[src/rtl/sftx_pkg.sv]
package sftx_pkg;
  // strobes from frame control to the bit datapath
  typedef struct packed {
    logic loadByte;   // copy input byte into holding register
    logic startBit;   // drive the start level
    logic driveData;  // drive the selected data bit
  } sftx_strobe_t;
endpackage

[src/rtl/sftx_ctrl.sv]
module sftx_ctrl
  import sftx_pkg::*;
#(
  parameter int DATA_BITS = 8,
  localparam int IDLE_POS = DATA_BITS + 1,
  localparam int LAST_POS = DATA_BITS,
  localparam int POS_W = $clog2(IDLE_POS + 1),
  localparam int SEL_W = $clog2(DATA_BITS)
) (
  input  logic             clk,
  input  logic             rst,
  input  logic             bitTick,
  input  logic             sendReq,
  output sftx_strobe_t     strobes,
  output logic [SEL_W-1:0] bitSel,
  output logic             lineIdle,
  output logic             ready
);
  logic [POS_W-1:0] posQ;
  logic             pendingQ;

  always_comb begin
    lineIdle          = (posQ == POS_W'(IDLE_POS));
    strobes.loadByte  = sendReq & lineIdle & ~pendingQ;
    strobes.startBit  = bitTick & lineIdle & pendingQ;
    strobes.driveData = bitTick & (posQ < POS_W'(DATA_BITS));
    bitSel            = SEL_W'(DATA_BITS - 1) - posQ[SEL_W-1:0];
    ready             = (posQ != POS_W'(LAST_POS));
  end

  always_ff @(posedge clk) begin
    if (rst) begin
      posQ     <= POS_W'(IDLE_POS);
      pendingQ <= 1'b0;
    end else begin
      if (strobes.loadByte) pendingQ <= 1'b1;
      if (bitTick) begin
        if (lineIdle) begin
          if (pendingQ) begin
            posQ     <= '0;
            pendingQ <= 1'b0;
          end
        end else begin
          posQ <= posQ + POS_W'(1);
        end
      end
    end
  end


  tick_hold_chk: assert property (@(posedge clk) disable iff (rst)
    !bitTick |=> $stable(posQ));

  start_entry_chk: assert property (@(posedge clk) disable iff (rst)
    (lineIdle && bitTick && pendingQ) |=> (posQ == '0));

  idle_stay_chk: assert property (@(posedge clk) disable iff (rst)
    (lineIdle && !pendingQ) |=> (lineIdle || posQ == '0) && posQ != POS_W'(1));
endmodule

[src/rtl/sftx_datapath.sv]
module sftx_datapath
  import sftx_pkg::*;
#(
  parameter int DATA_BITS = 8,
  localparam int SEL_W = $clog2(DATA_BITS)
) (
  input  logic                 clk,
  input  logic                 rst,
  input  sftx_strobe_t         strobes,
  input  logic [SEL_W-1:0]     bitSel,
  input  logic                 lineIdle,
  input  logic [DATA_BITS-1:0] byteIn,
  output logic                 lineOut
);
  logic [DATA_BITS-1:0] holdQ;
  logic                 outBitQ;

  always_ff @(posedge clk) begin
    if (rst) begin
      holdQ   <= '0;
      outBitQ <= 1'b1;
    end else begin
      if (strobes.loadByte)  holdQ <= byteIn;
      if (strobes.startBit)  outBitQ <= 1'b0;
      else if (strobes.driveData) outBitQ <= holdQ[bitSel];
    end
  end

  assign lineOut = lineIdle | outBitQ;


  start_low_chk: assert property (@(posedge clk) disable iff (rst)
    strobes.startBit |=> !outBitQ);

  data_order_chk: assert property (@(posedge clk) disable iff (rst)
    strobes.driveData |=> (outBitQ == $past(holdQ[bitSel])));

  hold_stable_chk: assert property (@(posedge clk) disable iff (rst)
    !strobes.loadByte |=> $stable(holdQ));
endmodule

[src/rtl/serial_frame_tx.sv]
module serial_frame_tx
  import sftx_pkg::*;
#(
  parameter int DATA_BITS = 8,
  localparam int SEL_W = $clog2(DATA_BITS)
) (
  input  logic                 clk,
  input  logic                 rst,
  input  logic                 bitTick,
  input  logic [DATA_BITS-1:0] txByte,
  input  logic                 sendReq,
  output logic                 ready,
  output logic                 txLine
);
  sftx_strobe_t     strobes;
  logic [SEL_W-1:0] bitSel;
  logic             lineIdle;

  sftx_ctrl #(.DATA_BITS(DATA_BITS)) u_ctrl (
    .clk(clk), .rst(rst), .bitTick(bitTick), .sendReq(sendReq),
    .strobes(strobes), .bitSel(bitSel), .lineIdle(lineIdle), .ready(ready)
  );

  sftx_datapath #(.DATA_BITS(DATA_BITS)) u_dp (
    .clk(clk), .rst(rst), .strobes(strobes), .bitSel(bitSel),
    .lineIdle(lineIdle), .byteIn(txByte), .lineOut(txLine)
  );


  stop_after_last_chk: assert property (@(posedge clk) disable iff (rst)
    (bitTick && !ready) |=> (txLine && ready));

  ready_single_chk: assert property (@(posedge clk) disable iff (rst)
    (!ready && !bitTick) |=> !ready);
endmodule

[config.mk]
export PLATFORM = sky130hd
export DESIGN_NAME = serial_frame_tx
export DESIGN_NICKNAME = d
export VERILOG_FILES = /design/src/rtl/sftx_pkg.sv /design/src/rtl/sftx_ctrl.sv /design/src/rtl/sftx_datapath.sv /design/src/rtl/serial_frame_tx.sv
export SDC_FILE = /design/constraint.sdc
export NUM_CORES = 1
export LEC_CHECK = 0
export BUFFER_PORTS_ARGS = -buffer_cell sky130_fd_sc_hd__buf_4
export CAP_MARGIN = 20
export CORE_ASPECT_RATIO = 1.25
export CORE_MARGIN = 4
export CORE_UTILIZATION = 25
export CTS_BUF_LIST = sky130_fd_sc_hd__clkbuf_4
export DETAILED_ROUTE_END_ITERATION = 12
export SLEW_MARGIN = 0
export SYNTH_ARGS = -nofsm -noshare
export SYNTH_HDL_FRONTEND = slang
export SYNTH_SLANG_ARGS = --single-unit
[constraint.sdc]
create_clock -name clk -period 2.85 [get_ports clk]
set_clock_uncertainty 0.05 [all_clocks]
set_input_delay 0.285 -clock clk [delete_from_list [all_inputs] [get_ports clk]]
set_output_delay 0.285 -clock clk [all_outputs]
set_load 0.02 [all_outputs]
==> results of run 1 <==
[Yosys cell counts (2+ instances only)]
master / instances
sky130_fd_sc_hd__buf_2: 2
sky130_fd_sc_hd__nor2_1: 12
sky130_fd_sc_hd__a21oi_1: 5
sky130_fd_sc_hd__nand3_1: 3
sky130_fd_sc_hd__o21ai_0: 2
sky130_fd_sc_hd__inv_1: 2
sky130_fd_sc_hd__mux2i_1: 10
sky130_fd_sc_hd__dfxtp_1: 14
sky130_fd_sc_hd__nand2_1: 5
sky130_fd_sc_hd__o21bai_1: 2
sky130_fd_sc_hd__buf_6: 2
[cells in the final DEF (no fill, tap or decap), drive strengths merged, types with 2 or more instances in the layout]
cell,n
dfxtp,14
buf,13
nor2,12
mux2i,10
nand2,5
a21oi,5
nand3,3
clkbuf,3
inv,2
o21bai,2
o21ai,2
[critical path, cell delays in order (launching register included)]
cell                       delay (ns)
sky130_fd_sc_hd__dfxtp_1         0.54
sky130_fd_sc_hd__and4bb_2        0.32
sky130_fd_sc_hd__or2_2           0.28
sky130_fd_sc_hd__buf_4           0.16
[final cells by class]
| class | instances | area, µm² | share of cell area [%] |
|---|---|---|---|
| clock buffer | 3 | 22.52 | 2.862 |
| clock inverter | 1 | 3.754 | 0.4769 |
| inverter | 2 | 7.507 | 0.9539 |
| multi-input combinational | 50 | 334.1 | 42.45 |
| sequential | 14 | 280.3 | 35.61 |
| tap | 33 | 41.29 | 5.246 |
| timing repair buffer | 13 | 97.59 | 12.40 |
[logic make-up (layout without fill, tap and decap cells)]
| family | Yosys count | count (layout) | synth area share (%) |
|---|---|---|---|
| DFF | 14 | 14 | 42.59 |
| AOI/OAI and AO/OA | 10 | 10 | 8.934 |
| buffers and inverters | 7 | 19 | 6.654 |
| muxes | 12 | 12 | 20.34 |
| and+or+nand+nor | 27 | 27 | 20.15 |
| xor gates and xnor gates | 1 | 1 | 1.331 |
[power by group]
group	internal (mW)	total [mW]	switching (mW)
logic	0.0779	0.147	0.0688
registers	0.226	0.255	0.0287
clock network	0.0507	0.112	0.0608
total	0.355	0.513	0.158
[worst paths after layout]
check                           cells past startpoint         endpoint  slack, ns
worst max register to register                      4    u_dp.holdQ[7]       1.13
worst max-delay path                                3           txLine       0.95
worst min register to register                      2  u_ctrl.pendingQ       0.42
worst min-delay path                                3    u_dp.holdQ[1]       0.19
[sequential cells by signal, indices dropped and copies added, names as in the netlist]
name,cells
u_ctrl.pendingQ,1
u_ctrl.posQ,4
u_dp.holdQ,8
u_dp.outBitQ,1
[per-layer routing]
metal,vias up,part of all wire (%),GRT usage (%)
met2,14,44,12.88
met4,0,2.3,6.709
met5,-,0,0
met1,219,46,10.88
li1,266,-,-
met3,4,7.2,2.268
[per-stage QoR]
stage          setup WS (ns)  total power [mW]  cell area (µm²)  hold WS (ns)
2_1_floorplan          1.495            0.3787            658.1        0.3041
3_3_place_gp           1.196            0.4038            760.7        0.4100
3_5_place_dp           1.139            0.4089            760.7        0.4176
4_1_cts               0.9301            0.5239            787.0        0.1815
5_1_grt               0.8614            0.5583            787.0        0.1702
6_report              0.9495            0.5134            787.0        0.1881
==> results.cfg, run 1 <==
[clock_tree]
worst_setup_hold_path_clk_slew_ns = 0.08
postCtsSetupBuffers = 0
clock_tree_from_tritoncts = built
clockRootBuffer = sky130_fd_sc_hd__clkbuf_4
numCtsBuffers = 3
cts_resized = 0
ctsLongestPathBuffers = 2
insertion_delay_of_the_later_clocked_pin_in_the_worst_skew_pair_ns = 0.27
clock_sink_count = 14
ctsHtreeMaxLevel = 1
count_of_hold_fix_buffers_inserted_at_cts = 0

[finish]
syn2layout_area_growth_pct = 19.58
post_layout_nonfiller_instances = 116
drive_above_1_share_pct = 24.10
nets = 96
num-fill-cells = 265
fin_util_pct = 31.77
antennaDiodeCount = 0

[synthesis]
yosys.cell_types.count = 23
syn_area_um2 = 658.1
synth-seq-cells = 14
synthDominantAreaCellType = sky130_fd_sc_hd__dfxtp_1
synthCells = 71
synth_edf_count = 0
synth.top_cells.by_area = sky130_fd_sc_hd__dfxtp_1 43%, sky130_fd_sc_hd__mux2i_1 15%, sky130_fd_sc_hd__nor2_1 6.8%
avgSynthCellArea_um2 = 9.269
synth_sequential_area_ratio_pct = 42.59
ys_warn_count = 0
synthesis.nets = 83
ys_async_sr_fraction_pct = 0
synth_top_flop_cell = sky130_fd_sc_hd__dfxtp_1
netlist.area_leader.share_pct = 42.59

[job]
reported_max_cap_violation_count = 0

[grt]
grt-ovfl-total = 0
number_of_antenna_violations_at_the_first_check_in_global_routing = 0
grt_max_degree = 15
grt_usage_pct = 8.879
first_global_vias = 506
grt_pass1_wl_mm = 2.235

[timing]
hold_violations = 0
setup-violations-final = 0
rsz0062_at_grt = false
worstMarginPinSlew_ns = 0.5364
headroom_to_the_max_slew_limit_pct = 64.14
fmaxAchievable_ghz = 0.5262
setup-tns-final_ns = 0
slew_violations = 0
timing.final.crit_period_ns = 1.901
final_min_period_over_clock_period_pct = 66.69

[die]
start_util_pct = 26.57
die_y_um = 65.37
boundaryPins = 14
die_area_mm2 = 0.003523
chipWidth_um = 53.89
placementRows = 20
floorplan.core_area_mm2 = 0.002477

[worst_setup_path]
r2r_start = u_ctrl.posQ[1]
critPathLaunch = u_ctrl.posQ[1]
worstSetupStartpointType = flip-flop
worst-endpoint-required_ns = 2.52
cp_max_fo = 10
crit_type = flip-flop to primary output
crit_path_end_kind = primary output
cp.arrival_ns = 1.57

[place]
finalWeightedCongestion = 0.7389
dp_hpwl_um = 986.2
placedCellCount = 112
place.port_buffers = 13

[route]
drt-total-wl_mm = 1.283
route.vias.total = 503
pre_repair_dr_iteration_count = 4
drt_iter0_drc = 3
route.detailed.wl_per_inst_um = 11.06
drc = 0
drtAntennaViolNets = 0
viasPerCell = 4.336

[power_and_ir_drop]
max-vdd-ir-drop_mv = 0.2318
p_per_area_mw_per_mm2 = 652.3
p_leak_nw = 0.3559

[outcome]
outcome = finished, final reports clean

[min_path]
hp-class = primary input to flip-flop
hp-start = txByte[1]
No activity file was read; power rests on OpenSTA's default activity.
==> run 2: changes to the inputs <==
Clock period 2.85 ns to 1.6 ns, I/O delays scaled along.
==> run 2 against run 1 <==
Effect of this change: clock power rose by 68%; non-clock buffer count rose by 5; sequential share of layout area fell by 0.97 points; count of clock-buffer cells in the layout did not move; utilization rose by 1.6 points; first-iteration DRC count rose to 4.7 times the previous value; largest power group unchanged; highest routed layer unchanged.
==> results.cfg, run 2 (synthesis gave the netlist of run 1 again) <==
[outcome]
outcome = finished, final reports clean

[finish]
drive_above_1_share_pct = 32.18
syn2layout_area_growth_pct = 25.67
largest_registers = u_dp.holdQ (8), u_ctrl.posQ (4)
multi_input_area_um2 = 334.1
seq_area_um2 = 286.5
fin_util_pct = 33.38
nets = 101
max_reg_flops = 8
top_register = u_dp.holdQ
final_common_cell = sky130_fd_sc_hd__buf_4
num-fill-cells = 264
mostFrequentLayoutCells = 18 x sky130_fd_sc_hd__buf_4, 12 x sky130_fd_sc_hd__nor2_1, 11 x sky130_fd_sc_hd__dfxtp_1, 10 x sky130_fd_sc_hd__mux2i_1
post_layout_nonfiller_instances = 120
antennaDiodeCount = 0

[timing]
timing.final.crit_period_ns = 1.540
fmaxAchievable_ghz = 0.6493
slew_violations = 0
final_min_period_over_clock_period_pct = 96.25
setup-tns-final_ns = 0
rsz0062_at_grt = false
setup-violations-final = 0
hold_violations = 0
worstMarginPinSlew_ns = 0.2063
headroom_to_the_max_slew_limit_pct = 86.06

[route]
drtAntennaViolNets = 0
route.layer.met1.wl_um = 586
drc = 0
route.detailed.wl_per_inst_um = 11.43
top_signal_layer_used = met4
drt-total-wl_mm = 1.372
drt_iter0_drc = 14
viasPerCell = 4.542
route.vias.total = 545
met3_wirelength_um = 72
pre_repair_dr_iteration_count = 4
met2RoutedLength_um = 702

[grt]
grt_max_degree = 15
grt_usage_pct = 8.516
first_global_vias = 527
number_of_antenna_violations_at_the_first_check_in_global_routing = 0
grt-ovfl-total = 0
grt_pass1_wl_mm = 2.194

[clock_tree]
insertion_delay_of_the_later_clocked_pin_in_the_worst_skew_pair_ns = 0.27
worst_setup_hold_path_clk_slew_ns = 0.07
count_of_hold_fix_buffers_inserted_at_cts = 0
ctsLongestPathBuffers = 2
ctsHtreeMaxLevel = 1
clock_tree_from_tritoncts = built
numCtsBuffers = 3
clockRootBuffer = sky130_fd_sc_hd__clkbuf_4
clock_sink_count = 14

[worst_setup_path]
worstSetupStartpointType = flip-flop
cp.arrival_ns = 1.33
cells_along_the_critical_path = and4bb_2 -> or2_2 -> buf_4
critical_path_buf_inv_count = 1
cp_max_fo = 5
cpLargestDelayFamily = simple AND/OR/NAND/NOR gates
ff2ff_setup_slack_ns = 0.21
crit_path_end_kind = primary output
worst-endpoint-required_ns = 1.39
cp_slowest_stage_delay_ns = 0.36
crit_type = flip-flop to primary output
cp_slowest_cell = sky130_fd_sc_hd__dfxtp_2

[power_and_ir_drop]
p_per_area_mw_per_mm2 = 1138
power_uw = 940.9
max-vdd-ir-drop_mv = 0.3818
p_leak_nw = 0.3784

[die]
die_y_um = 65.37
die_area_mm2 = 0.003523
start_util_pct = 26.57
placementRows = 20
floorplan.core_area_mm2 = 0.002477
boundaryPins = 14
chipWidth_um = 53.89

[min_path]
hp-class = primary input to flip-flop

[place]
place.port_buffers = 13
dp_hpwl_mm = 1.008
placedCellCount = 115
finalWeightedCongestion = 0.7604

[job]
reported_max_cap_violation_count = 0
[run 2: report_power, final]
part,internal (mW),total (mW),switching (mW)
sequential,0.407,0.444,0.0367
combinational,0.163,0.309,0.146
clock,0.0871,0.188,0.101
total,0.657,0.941,0.284
[run 2: metal layers]
metal | vias up | track usage (%)
li1 | 279 | -
met1 | 254 | 9.637
met2 | 10 | 13.48
met3 | 2 | 2.268
met4 | 0 | 5.751
met5 | - | 0
[run 2: final timing paths]
kind | startpoint | endpoint | cells past startpoint
max | u_ctrl.posQ[1] | txLine | 3
min | txByte[6] | u_dp.holdQ[6] | 3
max reg2reg | u_ctrl.posQ[0] | u_dp.outBitQ | 4
min reg2reg | u_ctrl.pendingQ | u_ctrl.pendingQ | 2
[run 2: area by class of cell]
| class | count | area share, % |
|---|---|---|
| Tap cell | 33 | 4.992 |
| Sequential cell | 14 | 34.64 |
| Clock buffer | 3 | 2.723 |
| Multi-Input combinational cell | 50 | 40.39 |
| Timing Repair Buffer | 18 | 16.34 |
| Inverter | 2 | 0.9077 |
[run 2: repair_timing]
| action | CTS | global route |
|---|---|---|
| setup endpoints to repair | 1 | 1 |
| resized for setup | 2 | 2 |
| setup buffers | 0 | 2 |
| pin swaps | 0 | 1 |
| hold endpoints to repair | 0 | 0 |
| cloned | 0 | 0 |
[run 2: per-stage QoR]
stage	cell area, µm²	setup WS [ns]	hold WS, ns
6_report	827.0	0.05999	0.06844
5_1_grt	827.0	0.01443	0.07173
4_1_cts	808.3	0.02060	0.05608
3_5_place_dp	783.3	0.1439	0.3542
3_3_place_gp	783.3	0.1978	0.3406
2_1_floorplan	658.1	0.2515	0.1791
[run 2: tightest hold or removal path, cell delays in order]
cell and delay, ns:
sky130_fd_sc_hd__buf_4 0.08, sky130_fd_sc_hd__mux2i_1 0.05, sky130_fd_sc_hd__nor2_1 0.07
==> run 3: changes to the inputs <==
Settings changed: ABC_AREA set to 1.
==> run 3 against run 2 <==
Effect of this change: critical endpoint unchanged; routed wire length grew 7.9%; setup slack improved by 0.063 ns; largest cell class unchanged; critical path depth increased by 2; die area up 6.2%; worst hold slack got worse by 0.043 ns; sequential power increased by 18%; sequential cell count unchanged; synthesized area up 7.2%; cell count increased by 27%; fmax increased by 4.2%; first-iteration DRC count unchanged; count of clock-buffer cells in the layout stayed put.
==> results.cfg, run 3 <==
[finish]
max_reg_flops = 8
nets = 132
top_register = u_dp.holdQ
num-fill-cells = 300
largest_registers = u_dp.holdQ (8), u_ctrl.posQ (4)
final_common_cell = sky130_fd_sc_hd__nand2_1
antennaDiodeCount = 0
mostFrequentLayoutCells = 21 x sky130_fd_sc_hd__nand2_1, 20 x sky130_fd_sc_hd__nor2_1, 13 x sky130_fd_sc_hd__buf_4, 13 x sky130_fd_sc_hd__dfxtp_1, 12 x sky130_fd_sc_hd__inv_1
drive_above_1_share_pct = 20.34
syn2layout_area_growth_pct = 20.74

[timing]
setup-violations-final = 0
post-route-worst-setup-slack_ns = 0.1227
fmaxAchievable_ghz = 0.6769
worstMarginPinSlew_ns = 0.3028
rsz0062_at_grt = false
setup-tns-final_ns = 0
final_min_period_over_clock_period_pct = 92.33
slew_violations = 0
timing.final.crit_period_ns = 1.477
hold_violations = 0
headroom_to_the_max_slew_limit_pct = 79.79

[clock_tree]
insertion_delay_of_the_later_clocked_pin_in_the_worst_skew_pair_ns = 0.27
ctsLongestPathBuffers = 2
count_of_hold_fix_buffers_inserted_at_cts = 0
ctsHtreeMaxLevel = 1
postCtsSetupBuffers = 0
clockRootBuffer = sky130_fd_sc_hd__clkbuf_4
worst_setup_hold_path_clk_slew_ns = 0.07
numCtsBuffers = 3
cts_resized = 0
clock_sink_count = 14
clock_tree_from_tritoncts = built

[synthesis]
ys_warn_count = 0
synthDominantAreaCellType = sky130_fd_sc_hd__dfxtp_1
largest_family_of_logic_cells_by_synthesized_area = simple AND/OR/NAND/NOR gates
synthSimpleGateAreaFrac_pct = 37.41
synth_compound_area_share_pct = 11.70
synthesis.nets = 116
synthAdderAreaFrac_pct = 0
yosys.cell_types.count = 19
synth.top_cells.by_area = sky130_fd_sc_hd__dfxtp_1 40%, sky130_fd_sc_hd__nand2_1 11%, sky130_fd_sc_hd__nor2_1 11%
synth_edf_count = 0
ys_top_cells_by_count = 21 x sky130_fd_sc_hd__nand2_1, 20 x sky130_fd_sc_hd__nor2_1, 14 x sky130_fd_sc_hd__dfxtp_1
synthCells = 104
synthMuxAreaShare_pct = 0
yosys.area_share.xor_xnor_pct = 0
ys_async_sr_fraction_pct = 0
synth-seq-cells = 14
syn_area_um2 = 705.7
synth_sequential_area_ratio_pct = 39.72
avgSynthCellArea_um2 = 6.785
synth_top_flop_cell = sky130_fd_sc_hd__dfxtp_1
netlist.area_leader.share_pct = 39.72
most_common_cell_in_the_netlist = sky130_fd_sc_hd__nand2_1

[min_path]
hp-class = primary input to flip-flop

[die]
start_util_pct = 26.07
placementRows = 21
floorplan.core_area_mm2 = 0.002706
chipWidth_um = 55.52
boundaryPins = 14
die_y_um = 67.40
die_area_mm2 = 0.003742

[route]
drc = 0
drt-total-wl_mm = 1.480
drt_iter0_drc = 14
drtAntennaViolNets = 0
viasPerCell = 4.309
route.vias.total = 655
pre_repair_dr_iteration_count = 4
route.detailed.wl_per_inst_um = 9.737

[place]
place.port_buffers = 13
finalWeightedCongestion = 0.9017
dp_hpwl_mm = 1.173
place_worst_setup_slack_ns = 0.2831

[grt]
first_global_vias = 629
grt_usage_pct = 9.072
number_of_antenna_violations_at_the_first_check_in_global_routing = 0
grt_pass1_wl_mm = 2.594
grt-ovfl-total = 0
grt_max_degree = 12

[power_and_ir_drop]
p_per_area_mw_per_mm2 = 1434
p_switching_uw = 490.4
switching_share_pct = 40.13
power_report.internal_total_uw = 731.5
power_frac_clock_pct = 15.2
p_leak_nw = 0.3968
max-vdd-ir-drop_mv = 0.4786
power_mw = 1.222
comb_power_share_pct = 41.9
share_seq_of_total_power_pct = 42.8

[worst_setup_path]
crit_type = flip-flop to primary output
cp_max_fo = 5
cp.arrival_ns = 1.27
worst-endpoint-required_ns = 1.39
crit_path_end_kind = primary output
worstSetupStartpointType = flip-flop

[job]
reported_max_cap_violation_count = 0

[outcome]
outcome = finished, final reports clean
==> run 3: cell types whose count changed in the layout (fill, tap and decap cells not counted), moves of 2 or more <==
cell / delta
sky130_fd_sc_hd__nand3_1: +7
sky130_fd_sc_hd__nand2_1: +16
sky130_fd_sc_hd__mux2i_1: -10
sky130_fd_sc_hd__inv_2: +2
sky130_fd_sc_hd__o21ai_0: +4
sky130_fd_sc_hd__inv_1: +10
sky130_fd_sc_hd__buf_4: -5
sky130_fd_sc_hd__dfxtp_1: +2
sky130_fd_sc_hd__nor2_1: +8
sky130_fd_sc_hd__o21ai_1: +5
==> run 3: per-layer routing <==
metal  vias to the layer above  global-route usage (%)  part of all wire [%]
met2                        13                   15.09                    47
li1                        362                       -                     -
met1                       278                   10.10                    46
met3                         2                   2.486                   5.4
met5                         -                       0                     0
met4                         0                   6.383                   1.1
==> run 3: kinds of logic (layout without fill, tap and decap cells) <==
group           Yosys count  after routing
compound gates           16             16
buf+inv                  17             31
flops                    14             14
simple gates             57             57
==> run 3: worst paths after layout <==
path | start | end | slack [ns] | cells after the start
worst max-delay path | u_ctrl.posQ[3] | txLine | 0.12 | 5
worst min-delay path | rst | u_ctrl.pendingQ | 0.03 | 2
worst max register to register | u_ctrl.posQ[3] | u_dp.holdQ[4] | 0.34 | 5
worst min register to register | u_dp.holdQ[6] | u_dp.holdQ[6] | 0.44 | 2
==> run 3: cell type report <==
class | count | area [µm²] | area share, %
clock buffers | 3 | 22.52 | 2.643
inverters | 15 | 61.31 | 7.195
multi-input cells | 73 | 346.6 | 40.68
flip-flops and latches | 14 | 281.5 | 33.04
well taps | 34 | 42.54 | 4.993
repair buffers | 13 | 97.59 | 11.45
==> run 3: per-stage QoR <==
stage               hold WS [ns]  instance area, µm²  instances  utilization, %
detailed placement        0.3112               828.3        149           30.61
finish                   0.02579               852.1        152           31.48
global placement          0.3106               828.3        149           30.61
floorplan                 0.1791               705.7        104               -
global route             0.01663               852.1        152           31.48
CTS                      0.01322               850.8        152           31.44
==> run 3: power by group through the flow <==
stage | Combinational (mW) | Clock (mW) | Sequential (mW)
5_1_grt | 0.599 | 0.215 | 0.537
3_5_place_dp | 0.518 | 0 | 0.530
3_3_place_gp | 0.510 | 0 | 0.524
6_report | 0.512 | 0.186 | 0.524
2_1_floorplan | 0.439 | 0 | 0.492
4_1_cts | 0.520 | 0.201 | 0.522
==> run 3: critical path, cell delays in order (launching register included) <==
cell and delay, ns:
sky130_fd_sc_hd__dfxtp_1 0.42, sky130_fd_sc_hd__nand2_2 0.12, sky130_fd_sc_hd__nor2_4 0.18, sky130_fd_sc_hd__inv_1 0.09, sky130_fd_sc_hd__nand2_1 0.06, sky130_fd_sc_hd__buf_4 0.13
